`config.mk`:
```
export PLATFORM = sky130hd
export DESIGN_NAME = gpt_timer
export DESIGN_NICKNAME = d
export VERILOG_FILES = /design/src/rtl/gpt_pkg.sv /design/src/rtl/gpt_regs.sv /design/src/rtl/gpt_count.sv /design/src/rtl/gpt_capture.sv /design/src/rtl/gpt_outpin.sv /design/src/rtl/gpt_timer.sv
export SDC_FILE = /design/constraint.sdc
export NUM_CORES = 1
export LEC_CHECK = 0
export BUFFER_PORTS_ARGS = -buffer_cell sky130_fd_sc_hd__buf_2
export CORE_ASPECT_RATIO = 1.2
export CORE_UTILIZATION = 40
export CTS_CLUSTER_SIZE = 30
export DETAILED_ROUTE_END_ITERATION = 10
export GPL_TIMING_DRIVEN = 0
export HOLD_SLACK_MARGIN = 0.15
export PLACE_DENSITY_LB_ADDON = 0.2
export SLEW_MARGIN = 20
export SYNTH_ARGS = -nofsm -noshare
export SYNTH_HDL_FRONTEND = slang
export SYNTH_HIERARCHICAL = 1
export SYNTH_SLANG_ARGS = --single-unit
```
`constraint.sdc`:
```
create_clock -name clk -period 3.77 [get_ports clk]
set_input_delay 0.1885 -clock clk [delete_from_list [all_inputs] [get_ports clk]]
set_output_delay 0.1885 -clock clk [all_outputs]
set_load 0.02 [all_outputs]
```
`src/rtl/gpt_pkg.sv`:
```
package gpt_pkg;

  localparam int PSEL_W = 3;
  localparam int FLG_W  = 3;

  // flag positions
  localparam int FLG_MATCH = 0;
  localparam int FLG_OVF   = 1;
  localparam int FLG_CAP   = 2;

  // register byte addresses
  localparam logic [7:0] OFS_CTRL   = 8'h00;
  localparam logic [7:0] OFS_COUNT  = 8'h04;
  localparam logic [7:0] OFS_RELOAD = 8'h08;
  localparam logic [7:0] OFS_RETRIG = 8'h0C;
  localparam logic [7:0] OFS_CMP    = 8'h10;
  localparam logic [7:0] OFS_CAPT   = 8'h14;
  localparam logic [7:0] OFS_FLAGS  = 8'h18;
  localparam logic [7:0] OFS_IEN    = 8'h1C;
  localparam logic [7:0] OFS_WEN    = 8'h20;

  // control word, bit 0 is run
  typedef struct packed {
    logic              out_drive;   // 12
    logic              cap_hold;    // 11
    logic              toggle;      // 10
    logic              idle_hi;     // 9
    logic [1:0]        edge_sel;    // 8:7
    logic              cmp_en;      // 6
    logic [PSEL_W-1:0] presc_sel;   // 5:3
    logic              presc_en;    // 2
    logic              autoreload;  // 1
    logic              run;         // 0
  } ctrl_t;

  localparam int CTRL_W = $bits(ctrl_t);

endpackage

```
`src/rtl/gpt_regs.sv`:
```
module gpt_regs
  import gpt_pkg::*;
#(
  parameter int CNT_W  = 32,
  parameter int ADDR_W = 8
) (
  input  logic              clk,
  input  logic              rst,
  input  logic [ADDR_W-1:0] bus_addr,
  input  logic              bus_wr,
  input  logic [CNT_W-1:0]  bus_wdata,
  output logic [CNT_W-1:0]  bus_rdata,
  input  logic [CNT_W-1:0]  cnt,
  input  logic [CNT_W-1:0]  cap_val,
  input  logic              ev_match,
  input  logic              ev_ovf,
  input  logic              ev_cap,
  input  logic              stop_req,
  output ctrl_t             ctrl,
  output logic [CNT_W-1:0]  reload,
  output logic [CNT_W-1:0]  cmp,
  output logic [FLG_W-1:0]  flags,
  output logic              load_en,
  output logic              trig,
  output logic              ctrl_wr,
  output logic              irq,
  output logic              wake
);

  logic [FLG_W-1:0] ien, wen, flg_set, flg_clr;
  logic wr_reload, wr_cmp, wr_flags, wr_ien, wr_wen;

  assign ctrl_wr   = bus_wr && (bus_addr == ADDR_W'(OFS_CTRL));
  assign load_en   = bus_wr && (bus_addr == ADDR_W'(OFS_COUNT));
  assign wr_reload = bus_wr && (bus_addr == ADDR_W'(OFS_RELOAD));
  assign trig      = bus_wr && (bus_addr == ADDR_W'(OFS_RETRIG));
  assign wr_cmp    = bus_wr && (bus_addr == ADDR_W'(OFS_CMP));
  assign wr_flags  = bus_wr && (bus_addr == ADDR_W'(OFS_FLAGS));
  assign wr_ien    = bus_wr && (bus_addr == ADDR_W'(OFS_IEN));
  assign wr_wen    = bus_wr && (bus_addr == ADDR_W'(OFS_WEN));

  always_comb begin
    flg_set = '0;
    flg_set[FLG_MATCH] = ev_match;
    flg_set[FLG_OVF]   = ev_ovf;
    flg_set[FLG_CAP]   = ev_cap;
    flg_clr = wr_flags ? bus_wdata[FLG_W-1:0] : '0;
  end

  always_ff @(posedge clk) begin
    if (rst) begin
      ctrl   <= '0;
      reload <= '0;
      cmp    <= '0;
      flags  <= '0;
      ien    <= '0;
      wen    <= '0;
      irq    <= 1'b0;
      wake   <= 1'b0;
    end else begin
      if (ctrl_wr)       ctrl     <= ctrl_t'(bus_wdata[CTRL_W-1:0]);
      else if (stop_req) ctrl.run <= 1'b0;
      if (wr_reload) reload <= bus_wdata;
      if (wr_cmp)    cmp    <= bus_wdata;
      if (wr_ien)    ien    <= bus_wdata[FLG_W-1:0];
      if (wr_wen)    wen    <= bus_wdata[FLG_W-1:0];
      flags <= (flags & ~flg_clr) | flg_set;
      irq   <= |(flags & ien);
      wake  <= |(flags & wen);
    end
  end

  always_ff @(posedge clk) begin
    if (rst) begin
      bus_rdata <= '0;
    end else begin
      unique case (bus_addr)
        ADDR_W'(OFS_CTRL):   bus_rdata <= CNT_W'(ctrl);
        ADDR_W'(OFS_COUNT):  bus_rdata <= cnt;
        ADDR_W'(OFS_RELOAD): bus_rdata <= reload;
        ADDR_W'(OFS_CMP):    bus_rdata <= cmp;
        ADDR_W'(OFS_CAPT):   bus_rdata <= cap_val;
        ADDR_W'(OFS_FLAGS):  bus_rdata <= CNT_W'(flags);
        ADDR_W'(OFS_IEN):    bus_rdata <= CNT_W'(ien);
        ADDR_W'(OFS_WEN):    bus_rdata <= CNT_W'(wen);
        default:             bus_rdata <= '0;
      endcase
    end
  end

endmodule

```
`src/rtl/gpt_count.sv`:
```
module gpt_count
  import gpt_pkg::*;
#(
  parameter int CNT_W = 32
) (
  input  logic              clk,
  input  logic              rst,
  input  logic              run,
  input  logic              autoreload,
  input  logic              presc_en,
  input  logic [PSEL_W-1:0] presc_sel,
  input  logic              cmp_en,
  input  logic [CNT_W-1:0]  cmp,
  input  logic [CNT_W-1:0]  reload,
  input  logic              load_en,
  input  logic [CNT_W-1:0]  load_val,
  input  logic              trig,
  output logic [CNT_W-1:0]  cnt,
  output logic              stop_req,
  output logic              ev_ovf,
  output logic              ev_match
);

  localparam int PDIV_W = 1 << PSEL_W;

  logic [PDIV_W-1:0] pdiv, pmask;
  logic              tick, step, wrap;
  logic [CNT_W-1:0]  nxt;

  // terminal value of the divider: 2^(sel+1)-1
  assign pmask    = {PDIV_W{1'b1}} >> (PDIV_W - 1 - int'(presc_sel));
  assign tick     = !presc_en || (pdiv == pmask);
  assign step     = run && tick && !load_en && !trig;
  assign wrap     = (cnt == {CNT_W{1'b1}});
  assign nxt      = wrap ? (autoreload ? reload : '0) : cnt + 1'b1;
  assign stop_req = step && wrap && !autoreload;

  always_ff @(posedge clk) begin
    if (rst || !run || load_en || trig || tick) pdiv <= '0;
    else                                        pdiv <= pdiv + 1'b1;
  end

  always_ff @(posedge clk) begin
    if (rst) begin
      cnt      <= '0;
      ev_ovf   <= 1'b0;
      ev_match <= 1'b0;
    end else begin
      if (load_en)   cnt <= load_val;
      else if (trig) cnt <= reload;
      else if (step) cnt <= nxt;
      ev_ovf   <= step && wrap;
      ev_match <= step && cmp_en && (nxt == cmp);
    end
  end

endmodule

```
`src/rtl/gpt_capture.sv`:
```
module gpt_capture #(
  parameter int CNT_W       = 32,
  parameter int SYNC_STAGES = 2
) (
  input  logic             clk,
  input  logic             rst,
  input  logic             pin,
  input  logic [1:0]       edge_sel,
  input  logic             hold,
  input  logic             cap_flag,
  input  logic [CNT_W-1:0] cnt,
  output logic [CNT_W-1:0] cap_val,
  output logic             ev_cap
);

  localparam int LAST = SYNC_STAGES - 1;

  logic [SYNC_STAGES-1:0] sync;
  logic prev, rise, fall, fire, take;

  always_ff @(posedge clk) begin
    if (rst) sync[0] <= 1'b0;
    else     sync[0] <= pin;
  end

  for (genvar i = 1; i < SYNC_STAGES; i++) begin : g_sync
    always_ff @(posedge clk) begin
      if (rst) sync[i] <= 1'b0;
      else     sync[i] <= sync[i-1];
    end
  end

  assign rise = sync[LAST] && !prev;
  assign fall = !sync[LAST] && prev;
  assign fire = (edge_sel[0] && rise) || (edge_sel[1] && fall);
  assign take = fire && !(hold && cap_flag);

  always_ff @(posedge clk) begin
    if (rst) begin
      prev    <= 1'b0;
      cap_val <= '0;
      ev_cap  <= 1'b0;
    end else begin
      prev   <= sync[LAST];
      ev_cap <= fire;
      if (take) cap_val <= cnt;
    end
  end

endmodule

```
`src/rtl/gpt_outpin.sv`:
```
module gpt_outpin (
  input  logic clk,
  input  logic rst,
  input  logic idle_hi,
  input  logic toggle,
  input  logic drive,
  input  logic ctrl_wr,
  input  logic ev,
  output logic evt_out,
  output logic evt_oe
);

  logic tog, tog_nxt;

  always_comb begin
    if (ctrl_wr)  tog_nxt = 1'b0;
    else if (ev)  tog_nxt = !tog;
    else          tog_nxt = tog;
  end

  always_ff @(posedge clk) begin
    if (rst) begin
      tog     <= 1'b0;
      evt_out <= 1'b0;
      evt_oe  <= 1'b0;
    end else begin
      tog     <= tog_nxt;
      evt_out <= idle_hi ^ (toggle ? tog_nxt : (ev && !ctrl_wr));
      evt_oe  <= drive;
    end
  end

endmodule

```
`src/rtl/gpt_timer.sv`:
```
module gpt_timer
  import gpt_pkg::*;
#(
  parameter int CNT_W       = 32,
  parameter int ADDR_W      = 8,
  parameter int SYNC_STAGES = 2
) (
  input  logic              clk,
  input  logic              rst,
  input  logic [ADDR_W-1:0] bus_addr,
  input  logic              bus_wr,
  input  logic [CNT_W-1:0]  bus_wdata,
  output logic [CNT_W-1:0]  bus_rdata,
  input  logic              cap_in,
  output logic              evt_out,
  output logic              evt_oe,
  output logic              irq,
  output logic              wake
);

  ctrl_t            ctrl;
  logic [CNT_W-1:0] cnt, reload, cmp, cap_val;
  logic [FLG_W-1:0] flags;
  logic             load_en, trig, ctrl_wr, stop_req;
  logic             ev_ovf, ev_match, ev_cap;

  gpt_regs #(.CNT_W(CNT_W), .ADDR_W(ADDR_W)) u_regs (
    .clk(clk), .rst(rst),
    .bus_addr(bus_addr), .bus_wr(bus_wr), .bus_wdata(bus_wdata), .bus_rdata(bus_rdata),
    .cnt(cnt), .cap_val(cap_val),
    .ev_match(ev_match), .ev_ovf(ev_ovf), .ev_cap(ev_cap), .stop_req(stop_req),
    .ctrl(ctrl), .reload(reload), .cmp(cmp), .flags(flags),
    .load_en(load_en), .trig(trig), .ctrl_wr(ctrl_wr), .irq(irq), .wake(wake)
  );

  gpt_count #(.CNT_W(CNT_W)) u_count (
    .clk(clk), .rst(rst),
    .run(ctrl.run), .autoreload(ctrl.autoreload),
    .presc_en(ctrl.presc_en), .presc_sel(ctrl.presc_sel),
    .cmp_en(ctrl.cmp_en), .cmp(cmp), .reload(reload),
    .load_en(load_en), .load_val(bus_wdata), .trig(trig),
    .cnt(cnt), .stop_req(stop_req), .ev_ovf(ev_ovf), .ev_match(ev_match)
  );

  gpt_capture #(.CNT_W(CNT_W), .SYNC_STAGES(SYNC_STAGES)) u_capture (
    .clk(clk), .rst(rst), .pin(cap_in),
    .edge_sel(ctrl.edge_sel), .hold(ctrl.cap_hold), .cap_flag(flags[FLG_CAP]),
    .cnt(cnt), .cap_val(cap_val), .ev_cap(ev_cap)
  );

  gpt_outpin u_outpin (
    .clk(clk), .rst(rst),
    .idle_hi(ctrl.idle_hi), .toggle(ctrl.toggle), .drive(ctrl.out_drive),
    .ctrl_wr(ctrl_wr), .ev(ev_ovf || ev_match),
    .evt_out(evt_out), .evt_oe(evt_oe)
  );

endmodule

```
After elaboration in Yosys (flattened, before gate mapping)

Index checks and enable logic that the tools add are counted.

Flip-flop bits (word level): 201
Bits of input ports: 44
Output and inout port bits: 36
Word-level logic and storage cells: 107

Add/sub/neg operators: 3
Equal/unequal tests: 11
Shift-type cells: 1
Muxes and demuxes: 12
Bitwise operators: 6
Reductions and logical operators: 44

Operator list:

| operator                                         | number |
|---|---|
| one-hot mux 32 bit (8 select lines)              | 1 |
| 2-to-1 mux 32 bit                                | 5 |
| adder 32 x 1 -> 32 bit, second input constant    | 1 |
| == test 32 bit                                   | 1 |
| == test 32 bit, second input constant            | 1 |
| == test 8 x 5 -> 1 bit, second input constant    | 4 |
| >> shifter 8 x 32 -> 8 bit, first input constant | 1 |
| logical AND 1 bit                                | 22 |
| == test 8 x 4 -> 1 bit, second input constant    | 2 |
| zero test 1 bit                                  | 10 |
| bitwise AND 3 bit                                | 3 |
| adder 8 x 1 -> 8 bit, second input constant      | 1 |
| == test 8 x 3 -> 1 bit, second input constant    | 1 |
| == test 8 x 6 -> 1 bit, second input constant    | 1 |
| == test 8 bit                                    | 1 |
| zero test 8 bit                                  | 1 |
| logical OR 1 bit                                 | 7 |
| OR reduction 3 bit                               | 2 |
| 2-to-1 mux 1 bit                                 | 5 |
| subtractor 3 x 3 -> 4 bit, first input constant  | 1 |
| 2-to-1 mux 3 bit                                 | 1 |
| inverter 3 bit                                   | 1 |
| OR 3 bit                                         | 1 |
| nonzero test 3 bit                               | 1 |
| other kinds (2)                                  | 2 |

Logic depth before layout (Yosys ltp)

Gate-level depths: netlist of run 1.

Depth in word-level cells: 11
Mapped depth: 13
Depth with buffers taken out: 10

By module

Netlist of run 1, hierarchy kept.

By module, submodules not included:

| module      | instances | cells an instance | area each (um2) | seq. area each (um2) |
|---|---|---|---|---|
| gpt_regs    | 1         | 605               | 5,133.7         | 2,402.3 |
| gpt_count   | 1         | 554               | 4,032.6         | 840.8 |
| gpt_capture | 1         | 149               | 1,612.8         | 720.7 |
| gpt_outpin  | 1         | 13                | 125.1           | 60.1 |
| gpt_timer   | 1         | 1                 | 6.3             | 0.0 |

Least setup slack after synthesis of run 1

Ideal clock, no wire load.

Path type: reg2reg
From: register u_count.cnt[0]
To: register u_count.ev_match
Setup time: 0.088 ns
Arrival: 2.626 ns
Data required time: 3.682 ns
Path slack: 1.057 ns
Stages on the path, launching flop included: 10
Path buffers: 0
Period minus slack after synthesis: 2.713 ns
Cells stage by stage: dfxtp_1 > ha_1 > nand3_4 > or4_4 > nor2_2 > mux2i_1 > xor2_1 > nand4_1 > or4_1 > nor4_2

Longest elaborated chain between the ends: 4
Elaborated cells on any way between the ends: 5
Classes of those cells: add/sub (1); eq/ne (2); mux (1); reduce/logical (1)

RTL lines:

| element                                                  | line                             | source |
|---|---|---|
| from (decl)                                              | gpt_count.sv:18                  | `output logic [CNT_W-1:0] cnt,` |
| from (signal assigned)                                   | gpt_count.sv:49                  | `if (load_en) cnt <= load_val;` |
| from (signal assigned)                                   | gpt_count.sv:50                  | `else if (trig) cnt <= reload;` |
| from (signal assigned)                                   | gpt_count.sv:51                  | `else if (step) cnt <= nxt;` |
| adder 32 x 1 -> 32 bit or == test 32 bit (tied branches) | gpt_count.sv:35, gpt_count.sv:34 |  |
| 2-to-1 mux 32 bit *                                      | gpt_count.sv:35                  | `assign nxt = wrap ? (autoreload ? reload : '0) : cnt + 1'b1;` |
| == test 32 bit *                                         | gpt_count.sv:53                  | `ev_match <= step && cmp_en && (nxt == cmp);` |
| logical AND 1 bit *                                      | gpt_count.sv:53                  |  |
| to (signal assigned)                                     | gpt_count.sv:53                  |  |
| to (decl)                                                | gpt_count.sv:21                  | `output logic ev_match` |

Every way passes the cells marked *; elsewhere a longest branch is shown, timed or not.
A chain may end at the register's enable or synchronous reset.

Final worst setup path of run 1

Same ends and word-level chain as after synthesis.

==> flow_metrics.tcl, run 1 <==
set metrics [dict create \
    htreeDepth 1 \
    max_stage_delay_ps 520 \
    rsz0062_at_grt "no" \
    gp_congestion 1.01 \
    cp.arrival_ps 4030 \
    fmax_mhz 275 \
    critPathBufInv 1 \
    port_buffers 77 \
    yosysWarnings 6 \
    r2r_start "u_count/cnt[0]$_SDFFE_PP0P_" \
    worst_setup_path_end_kind "register" \
    viasPerCell 6.08 \
    cts.path.max_buffers 3 \
    hp-class "in -> reg" \
    crit_start "u_count/cnt[0]$_SDFFE_PP0P_" \
    vias 10900 \
    worstReg2RegEnd "u_count/ev_match$_SDFF_PP0_" \
    cts_buffers 21 \
    synth_top_area_share 0.369 \
    root_buffer "clkbuf_16" \
    slowest_stage "dfxtp_1" \
    worst_ep_required_time_ps 4160 \
    place_ws_ps -569 \
    status "completed" \
    setup.worst_path.end "u_count/ev_match$_SDFF_PP0_" \
    timing.hold.ws_ps 186 \
    grt_pass1_vias 10300 \
    cts_tree "yes" \
    cpMostUsedCell "nor4_2" \
    initial_core_util 0.412 \
    report.final.hold_viol_count 0 \
    grt_pass1_wl_um 65500 \
    die_w_um 153 \
    syn_area_mm2 0.0109 \
    synthMuxAreaShare 0.0694 \
    clk_pin_slew_ps 60 \
    clk_latency_ps 510 \
    period_minus_slack_ps 3640 \
    drt_wl_total_um 44300 \
    synth_xor_area_frac 0.0446 \
    ios 80 \
    dpl.hpwl_um 32300 \
    grt_usage 0.314 \
    synth.distinct_cells 83 \
    path_max_fanout 10 \
    grt_max_degree 15 \
    routedWlPerCell_um 24.6 \
    syn2layout_area_growth_pct 17.0 \
    dp_cells 1735 \
    antenna_found_initial 0 \
    syn_inst 1322 \
    postLayoutCellArea_mm2 0.0128 \
    nNetsFinal 1504 \
    worst_slew_pin_slew_ps 1280 \
    tns_ps 0 \
    stdcell_count 1800 \
    vdd_drop_max_mv 0.231 \
    synth-adder-area-share 0.00229 \
    dr.pass1.iters 7 \
    diodes 0 \
    hp-start "bus_addr[6]" \
    drc 0 \
    yosys_register_bits 201 \
    crit_family "simple AND/OR/NAND/NOR gates" \
    skew_ps 8.78 \
    rr_worst_depth 10 \
    worst_slack_ps 131 \
    drt_iter0_markers 1077 \
    slew_headroom 0.145 \
    start_kind "register" \
    multiInputGateArea_mm2 0.00633 \
    finalSetupViolations 0 \
    synth_top_flop_cell "dfxtp_1" \
    synth_nets 1368 \
    drive_above_1_share 0.132 \
    synth_top_cell_by_area "dfxtp_1" \
    die_h_um 183 \
    crit_type "reg -> reg" \
    seq_area_frac_synth 0.369 \
    synth-edff-count 0 \
    drv_slew 0 \
    drv_cap 0 \
    cp_num_cells 10 \
    die-area_mm2 0.0279 \
    regArea_mm2 0.00402 \
    placed_cell_area_mm2 0.0117 \
    fillCellCount 2655 \
    ant_nets 0 \
    power-per-cell-area_mw_per_mm2 351 \
    rows 65 \
    total_power_mw 4.48 \
    p_leak_nw 4.36 \
    yosys.area_share.simple 0.259 \
    coreArea_mm2 0.0265 \
    overflow 0 \
    crit_chain "ha_1 > nand3_4 > or2_4 > nor4_4 > clkbuf_4 > a22oi_1 > xnor2_1 > nor4_2 > nand4_1 > nor4_2" \
    synth_area_leaders "dfxtp_1 (37%), nand2_1 (7.8%), mux2i_1 (6.4%)" \
    synth_top_family_by_area "simple AND/OR/NAND/NOR gates" \
    timing.final.crit_share 0.965 \
    r2r_slack_ps 130 \
    finish.utilization 0.481 \
    synth-compound-area-share 0.203 \
    syn_avg_cell_area_um2 8.25 \
    async_reset_ff_frac 0 \
    cts.sinks 201 \
]
-- synth_stat cells (10+ instances only) --
cell and number:
nand2b_1 65, a221oi_1 13, nor2b_1 17, inv_1 25
o22a_1 24, xnor2_1 32, nor2_1 77, nor4_1 10
nand3_1 27, clkbuf_1 50, and3_1 18, nor3_1 22
nand2_1 228, o21ai_0 11, o211ai_1 20, mux2i_1 70
nand4_1 24, a22oi_1 40, a211oi_1 23, xor2_1 21
dfxtp_1 201, buf_2 27, a21oi_1 135, a221o_1 11
-- area by class of cell --
cell class / instances / share of cell area
multi-input cells: 1000 / 0.496
clock buffers: 25 / 0.0439
repair buffers: 114 / 0.0586
clock inverters: 5 / 0.00784
flip-flops and latches: 201 / 0.315
well taps: 335 / 0.0328
inverters: 26 / 0.00765
plain buffers: 94 / 0.0377
-- worst min-delay path: stages --
cell	delay, ps
buf_2	180
nor4b_4	100
nand3_1	80
a31oi_1	80
-- logic make-up (layout without fill, tap and decap cells) --
logic type,Yosys count,count (layout)
flops,201,201
simple gates,543,543
xor+xnor,54,54
fa+ha+maj,2,2
mux,75,75
buf+inv,121,264
compound gates,326,326
-- state kept, by name, indices dropped and copies added, names as in the netlist, 8 cells and up --
signal             cells
u_count/cnt           32
u_regs/bus_rdata      32
u_regs/cmp            32
u_count/pdiv           8
u_regs/ctrl           13
u_regs/reload         32
u_capture/cap_val     32
-- power by group --
group          leakage [nW]  total, mW  switching (mW)  internal, mW
logic                  2.42      0.239           0.157        0.0815
clock network         0.326       2.11           0.866          1.25
registers              1.62       2.13         0.00367          2.13
total                  4.36       4.48            1.03          3.45
-- worst min-delay path by stage --
stage | cells past startpoint | slack (ps) | endpoint
floorplan | 1 | 260 | u_outpin/evt_oe$_SDFF_PP0_
global placement | 2 | 420 | u_capture/sync[0]$_SDFF_PP0_
detailed placement | 2 | 420 | u_capture/sync[0]$_SDFF_PP0_
CTS | 4 | 180 | u_regs/bus_rdata[1]$_SDFF_PP0_
global route | 4 | 200 | u_regs/bus_rdata[1]$_SDFF_PP0_
finish | 4 | 190 | u_regs/bus_rdata[1]$_SDFF_PP0_
-- timing repair --
item / CTS / global route
gates cloned: 0 / 0
gates resized for setup: 2 / 2
hold buffers: 34 / 0
endpoints found under the setup margin: 6 / 4
setup buffers: 0 / 2
hold endpoints to repair: 116 / 0
-- placed cells by master (no fill, tap or decap), types with 32 or more instances in the layout --
| cell type | n |
|---|---|
| a21oi_1 | 135 |
| a22oi_1 | 40 |
| buf_2 | 103 |
| clkbuf_1 | 50 |
| dfxtp_1 | 201 |
| dlygate4sd3_1 | 34 |
| mux2i_1 | 70 |
| nand2_1 | 228 |
| nand2b_1 | 65 |
| nor2_1 | 77 |
| xnor2_1 | 32 |
-- metal layers --
metal / global-route usage / wire length (um) / up-vias
met5: 0 / 0 / -
met4: 0.167 / 2290 / 0
met3: 0.0466 / 3230 / 114
met2: 0.530 / 20900 / 508
met1: 0.388 / 17900 / 5322
li1: - / - / 4994
Note: power is estimated with default switching activity, not from simulation.
==> run 2: changes to the inputs <==
ABC_AREA = 1   (was default)
MAX_ROUTING_LAYER = met4   (was default)
==> run 2 against run 1 <==
- clock skew rose by 2.2 ps
- first-iteration DRC count rose by 42%
- sequential cell count did not move
- register-to-register slack improved by 670 ps
- final cell count rose by 31%
- wire length rose by 6.1%
- sequential power barely moved
- die area rose by 4.9%
- core utilization rose by 0.19 points
- sequential share of layout area fell by 1.8 points
- maximum frequency rose by 19%
- via count rose by 15%
- critical endpoint is now u_count/cnt[11]$_SDFFE_PP0P_
==> flow_metrics.tcl, run 2 <==
set metrics [dict create \
    synth_nets 1866 \
    rows 67 \
    root_buffer "clkbuf_16" \
    antenna_found_initial 0 \
    start_kind "primary input" \
    yosysWarnings 6 \
    nNetsFinal 2007 \
    cts_buffers 24 \
    power-per-cell-area_mw_per_mm2 359 \
    vdd_drop_max_mv 0.301 \
    syn_area_mm2 0.0114 \
    syn2layout_area_growth_pct 18.2 \
    finalSetupViolations 0 \
    overflow 0 \
    routedWlPerCell_um 19.9 \
    die_w_um 156 \
    fmax_mhz 328 \
    ios 80 \
    grt_usage 0.331 \
    drc 0 \
    gp_congestion 0.999 \
    drt_wl_total_um 47000 \
    drive_above_1_share 0.117 \
    yosys_register_bits 201 \
    timing.hold.ws_ps 227 \
    period_minus_slack_ps 3050 \
    total_power_mw 4.85 \
    skew_ps 11.0 \
    coreArea_mm2 0.0280 \
    worst_slew_pin_slew_ps 1040 \
    htreeDepth 1 \
    drv_cap 0 \
    grt_pass1_wl_um 70200 \
    diodes 0 \
    synth_top_area_share 0.351 \
    timing.final.crit_share 0.809 \
    clk_latency_ps 540 \
    dr.pass1.iters 7 \
    grt_max_degree 13 \
    syn_inst 1820 \
    drv_slew 0 \
    worst_ep_required_time_ps 4220 \
    path_max_fanout 10 \
    initial_core_util 0.409 \
    dpl.hpwl_um 35200 \
    synthTopCellsByCount "nand2_1 (540), nor2_1 (341), dfxtp_1 (201)" \
    synth-edff-count 0 \
    status "completed" \
    placed_cell_area_mm2 0.0123 \
    cp.arrival_ps 3500 \
    hp-class "in -> reg" \
    rsz0062_at_grt "no" \
    report.final.hold_viol_count 0 \
    syn_avg_cell_area_um2 6.29 \
    synth_area_leaders "dfxtp_1 (35%), nand2_1 (18%), nor2_1 (11%)" \
    cts.path.max_buffers 3 \
    die-area_mm2 0.0293 \
    synth_top_cell_by_area "dfxtp_1" \
    worst_setup_path_end_kind "register" \
    grt_pass1_vias 11700 \
    postLayoutCellArea_mm2 0.0135 \
    crit_type "in -> reg" \
    seq_area_frac_synth 0.351 \
    drt_iter0_markers 1532 \
    p_leak_nw 5.91 \
    ant_nets 0 \
    clk_pin_slew_ps 60 \
    die_h_um 187 \
    port_buffers 79 \
    post_cts_buffers 0 \
    final_common_cell "nand2_1" \
    tns_ps 0 \
    yosysMostFrequentCell "nand2_1" \
    synth_top_flop_cell "dfxtp_1" \
    synth.distinct_cells 45 \
    vias 12600 \
    viasPerCell 5.36 \
    cts.sinks 201 \
    layout_common_cells "nand2_1 (540), nor2_1 (341), dfxtp_1 (201)" \
    async_reset_ff_frac 0 \
    slew_headroom 0.301 \
    cts_tree "yes" \
]
==> run 2: layer usage <==
metal  vias to the layer above  global-route usage  part of all wire
met5                         -                   -                 0
met4                         0               0.239             0.081
met3                       156              0.0375             0.063
met2                       532               0.532              0.46
met1                      5821               0.379              0.39
li1                       6122                   -                 -
==> run 2: final timing paths <==
kind                           startpoint                      endpoint  slack [ps]  cells after the start
min                           bus_addr[4]    u_regs/ien[2]$_SDFFE_PP0P_         230                      5
max reg2reg   u_count/cnt[0]$_SDFFE_PP0P_  u_count/cnt[15]$_SDFFE_PP0P_         800                     12
min reg2reg  u_capture/sync[0]$_SDFF_PP0_  u_capture/sync[1]$_SDFF_PP0_         400                      2
max                                bus_wr  u_count/cnt[11]$_SDFFE_PP0P_         720                     13
==> run 2: cell type report <==
| cell class | count | area (um^2) |
|---|---|---|
| multi-input cells | 1389 | 6310 |
| fillers | 2999 | 14500 |
| clock inverters | 6 | 105 |
| repair buffers | 115 | 756 |
| clock buffers | 36 | 747 |
| plain buffers | 91 | 584 |
| well taps | 379 | 474 |
| inverters | 139 | 527 |
| flip-flops and latches | 201 | 4020 |
==> run 2: power by group <==
part / total [mW] / internal (mW) / switching (mW)
Combinational: 0.218 / 0.0797 / 0.139
Sequential: 2.14 / 2.13 / 0.00949
Clock: 2.50 / 1.56 / 0.935
==> run 2: through the flow <==
stage / cells / setup slack (ps) / util
finish: 2356 / 721 / 0.483
detailed placement: 2278 / 589 / 0.440
global route: 2356 / 516 / 0.483
floorplan: 1820 / 1750 / -
global placement: 2278 / 677 / 0.440
CTS: 2356 / 814 / 0.483
==> run 2: kinds of logic after synthesis <==
logic type | share of synthesized area
xor+xnor | 0.00984
simple gates | 0.410
flops | 0.351
fa+ha+maj | 0.00219
compound gates | 0.129
buf+inv | 0.0971
==> run 2: worst max-delay path, stage by stage <==
cell           delay, ps
dlygate4sd3_1        520
buf_2                150
inv_1                 90
nor2_2               140
inv_2                 60
nor3_1               790
nor2_1               190
nand3_1              180
nand2_1              130
clkinv_1             260
clkbuf_1             540
nand2_1              100
a21oi_1              160
==> run 2: what timing repair did <==
action	4_1_cts	5_1_grt
hold buffers	36	0
setup endpoints to repair	0	0
resized for setup	0	0
endpoints found under the hold margin	123	0
==> run 3: changes to the inputs <==
clock period = 2.6 ns   (was 3.77 ns; I/O delays follow)
==> run 3 against run 2 <==
- clock power grew 45%
- combinational power grew 48%
- worst hold slack lost 51 ps
- via count grew 0.38%
- setup slack lost 670 ps
- clock-buffer cell count is the same
- total power grew 45%
- sequential power grew 45%
- wire length grew 0.98%
- register-to-register slack lost 750 ps
- global-route usage grew 0.14 points
==> flow_metrics.tcl, run 3 (synthesized netlist as in run 2, its figures left out) <==
set metrics [dict create \
    wl_met2_um 21900 \
    slew_headroom 0.423 \
    fillCellCount 2974 \
    layout_common_cells "nand2_1 (540), nor2_1 (337), dfxtp_1 (172)" \
    worst_slack_ps 51.7 \
    syn2layout_area_growth_pct 19.7 \
    rsz0062_at_grt "no" \
    hp-class "in -> reg" \
    cts.sinks 201 \
    grt_pass1_wl_um 70400 \
    crit_type "reg -> reg" \
    path_max_fanout 9 \
    crit_chain "nand2_1 > nor2_1 > nand2_1 > inv_2 > nand3_2 > buf_4 > nand2_1 > nand2_1 > nor2_1 > nor2_2 > nand2_1 > nor2_1 > nand2_1 > nor2_1 > nand2_1 > nor2_2" \
    period_minus_slack_ps 2550 \
    root_buffer "clkbuf_16" \
    start_kind "register" \
    place_ws_ps -522 \
    drt_iter0_markers 1394 \
    worst_slew_pin_slew_ps 866 \
    htreeDepth 1 \
    multiInputGateArea_mm2 0.00636 \
    die-area_mm2 0.0293 \
    die_w_um 156 \
    cts.path.max_buffers 3 \
    dpl.hpwl_um 35200 \
    worst_setup_path_end_kind "register" \
    ant_nets 0 \
    ios 80 \
    drt_wl_total_um 47400 \
    initial_core_util 0.409 \
    vdd_drop_max_mv 0.436 \
    vias 12700 \
    rows 67 \
    total_power_mw 7.04 \
    dr.pass1.iters 5 \
    status "completed" \
    viasPerCell 5.36 \
    die_h_um 187 \
    clk_latency_ps 540 \
    antenna_found_initial 1 \
    final_common_cell "nand2_1" \
    grt_max_degree 13 \
    port_buffers 79 \
    top_layer "met4" \
    cts_tree "yes" \
    cp.arrival_ps 2980 \
    p_leak_nw 5.99 \
    met1Wirelength_um 18700 \
    regArea_mm2 0.00407 \
    drv_slew 0 \
    skew_ps 12.7 \
    cts_buffers 24 \
    worst_ep_required_time_ps 3030 \
    power-per-cell-area_mw_per_mm2 514 \
    max_stage_delay_ps 430 \
    cpMostUsedCell "nand2_1" \
    grt_pass1_vias 11800 \
    fmax_mhz 392 \
    dr_wl_met3_um 2950 \
    drive_above_1_share 0.140 \
    nNetsFinal 2017 \
    drv_cap 0 \
    timing.final.crit_share 0.980 \
    coreArea_mm2 0.0280 \
    clk_pin_slew_ps 60 \
    report.final.hold_viol_count 0 \
    finalSetupViolations 0 \
    slowest_stage "dfxtp_2" \
    gp_congestion 0.999 \
    drc 0 \
    routedWlPerCell_um 20.0 \
    overflow 0 \
    grt_usage 0.332 \
]
-- run 3: changes by cell type in the layout (fill, tap and decap cells not counted), sizes merged --
cell / before / now
dlygate4sd3: 36 / 40
diode: 0 / 1
buf: 131 / 136
clkinvlp: 0 / 1
clkinv: 6 / 5
nand3: 103 / 104
-- run 3: where the power goes --
group	switching, mW	total [mW]	internal (mW)
Clock	1.36	3.62	2.26
Combinational	0.203	0.322	0.119
Sequential	0.0139	3.10	3.09
Total	1.58	7.04	5.47
-- run 3: layer usage --
metal,vias to the layer above,global-route usage
met4,0,0.245
met3,157,0.0380
li1,6133,-
met2,547,0.533
met1,5842,0.379
met5,-,-
-- run 3: area by class of cell --
type | count | area share
diodes | 1 | 0.000183
well taps | 379 | 0.0346
flip-flops and latches | 201 | 0.297
clock buffers | 36 | 0.0545
inverters | 139 | 0.0387
clock inverters | 6 | 0.00767
plain buffers | 91 | 0.0430
multi-input cells | 1390 | 0.464
repair buffers | 124 | 0.0608
-- run 3: worst max-delay path: cells and delay by family (launching register included) --
kind / cells / cell delay (ps)
AND/OR/NAND/NOR: 14 / 1510
buffers and inverters: 2 / 480
flip-flops: 1 / 430
-- run 3: path summary, 6_finish.rpt --
path	start	to	slack, ps	cells after the start
hold reg to reg	u_capture/sync[0]$_SDFF_PP0_	u_capture/sync[1]$_SDFF_PP0_	400	2
hold / removal	bus_addr[3]	u_regs/bus_rdata[2]$_SDFF_PP0_	180	7
setup / recovery	u_count/cnt[25]$_SDFFE_PP0P_	u_count/ev_match$_SDFF_PP0_	50	16
setup reg to reg	u_count/cnt[25]$_SDFFE_PP0P_	u_count/ev_match$_SDFF_PP0_	50	16
-- run 3: metrics by stage --
step | hold WS, ps | setup TNS [ps] | std cells | cell area (um^2) | utilization
2_1_floorplan | 199 | 0 | 1820 | 11400 | -
3_3_place_gp | 339 | -7610 | 2278 | 12300 | 0.440
3_5_place_dp | 343 | -10090 | 2278 | 12300 | 0.440
4_1_cts | 159 | 0 | 2364 | 13600 | 0.487
5_1_grt | 220 | 0 | 2367 | 13700 | 0.489
6_report | 176 | 0 | 2367 | 13700 | 0.489
-- run 3: repair_timing --
action	CTS	global route
setup buffers	4	1
resized for setup	15	31
pin swaps	2	3
hold buffers	40	0
hold endpoints to repair	125	0
gates cloned	0	1
setup endpoints to repair	8	17
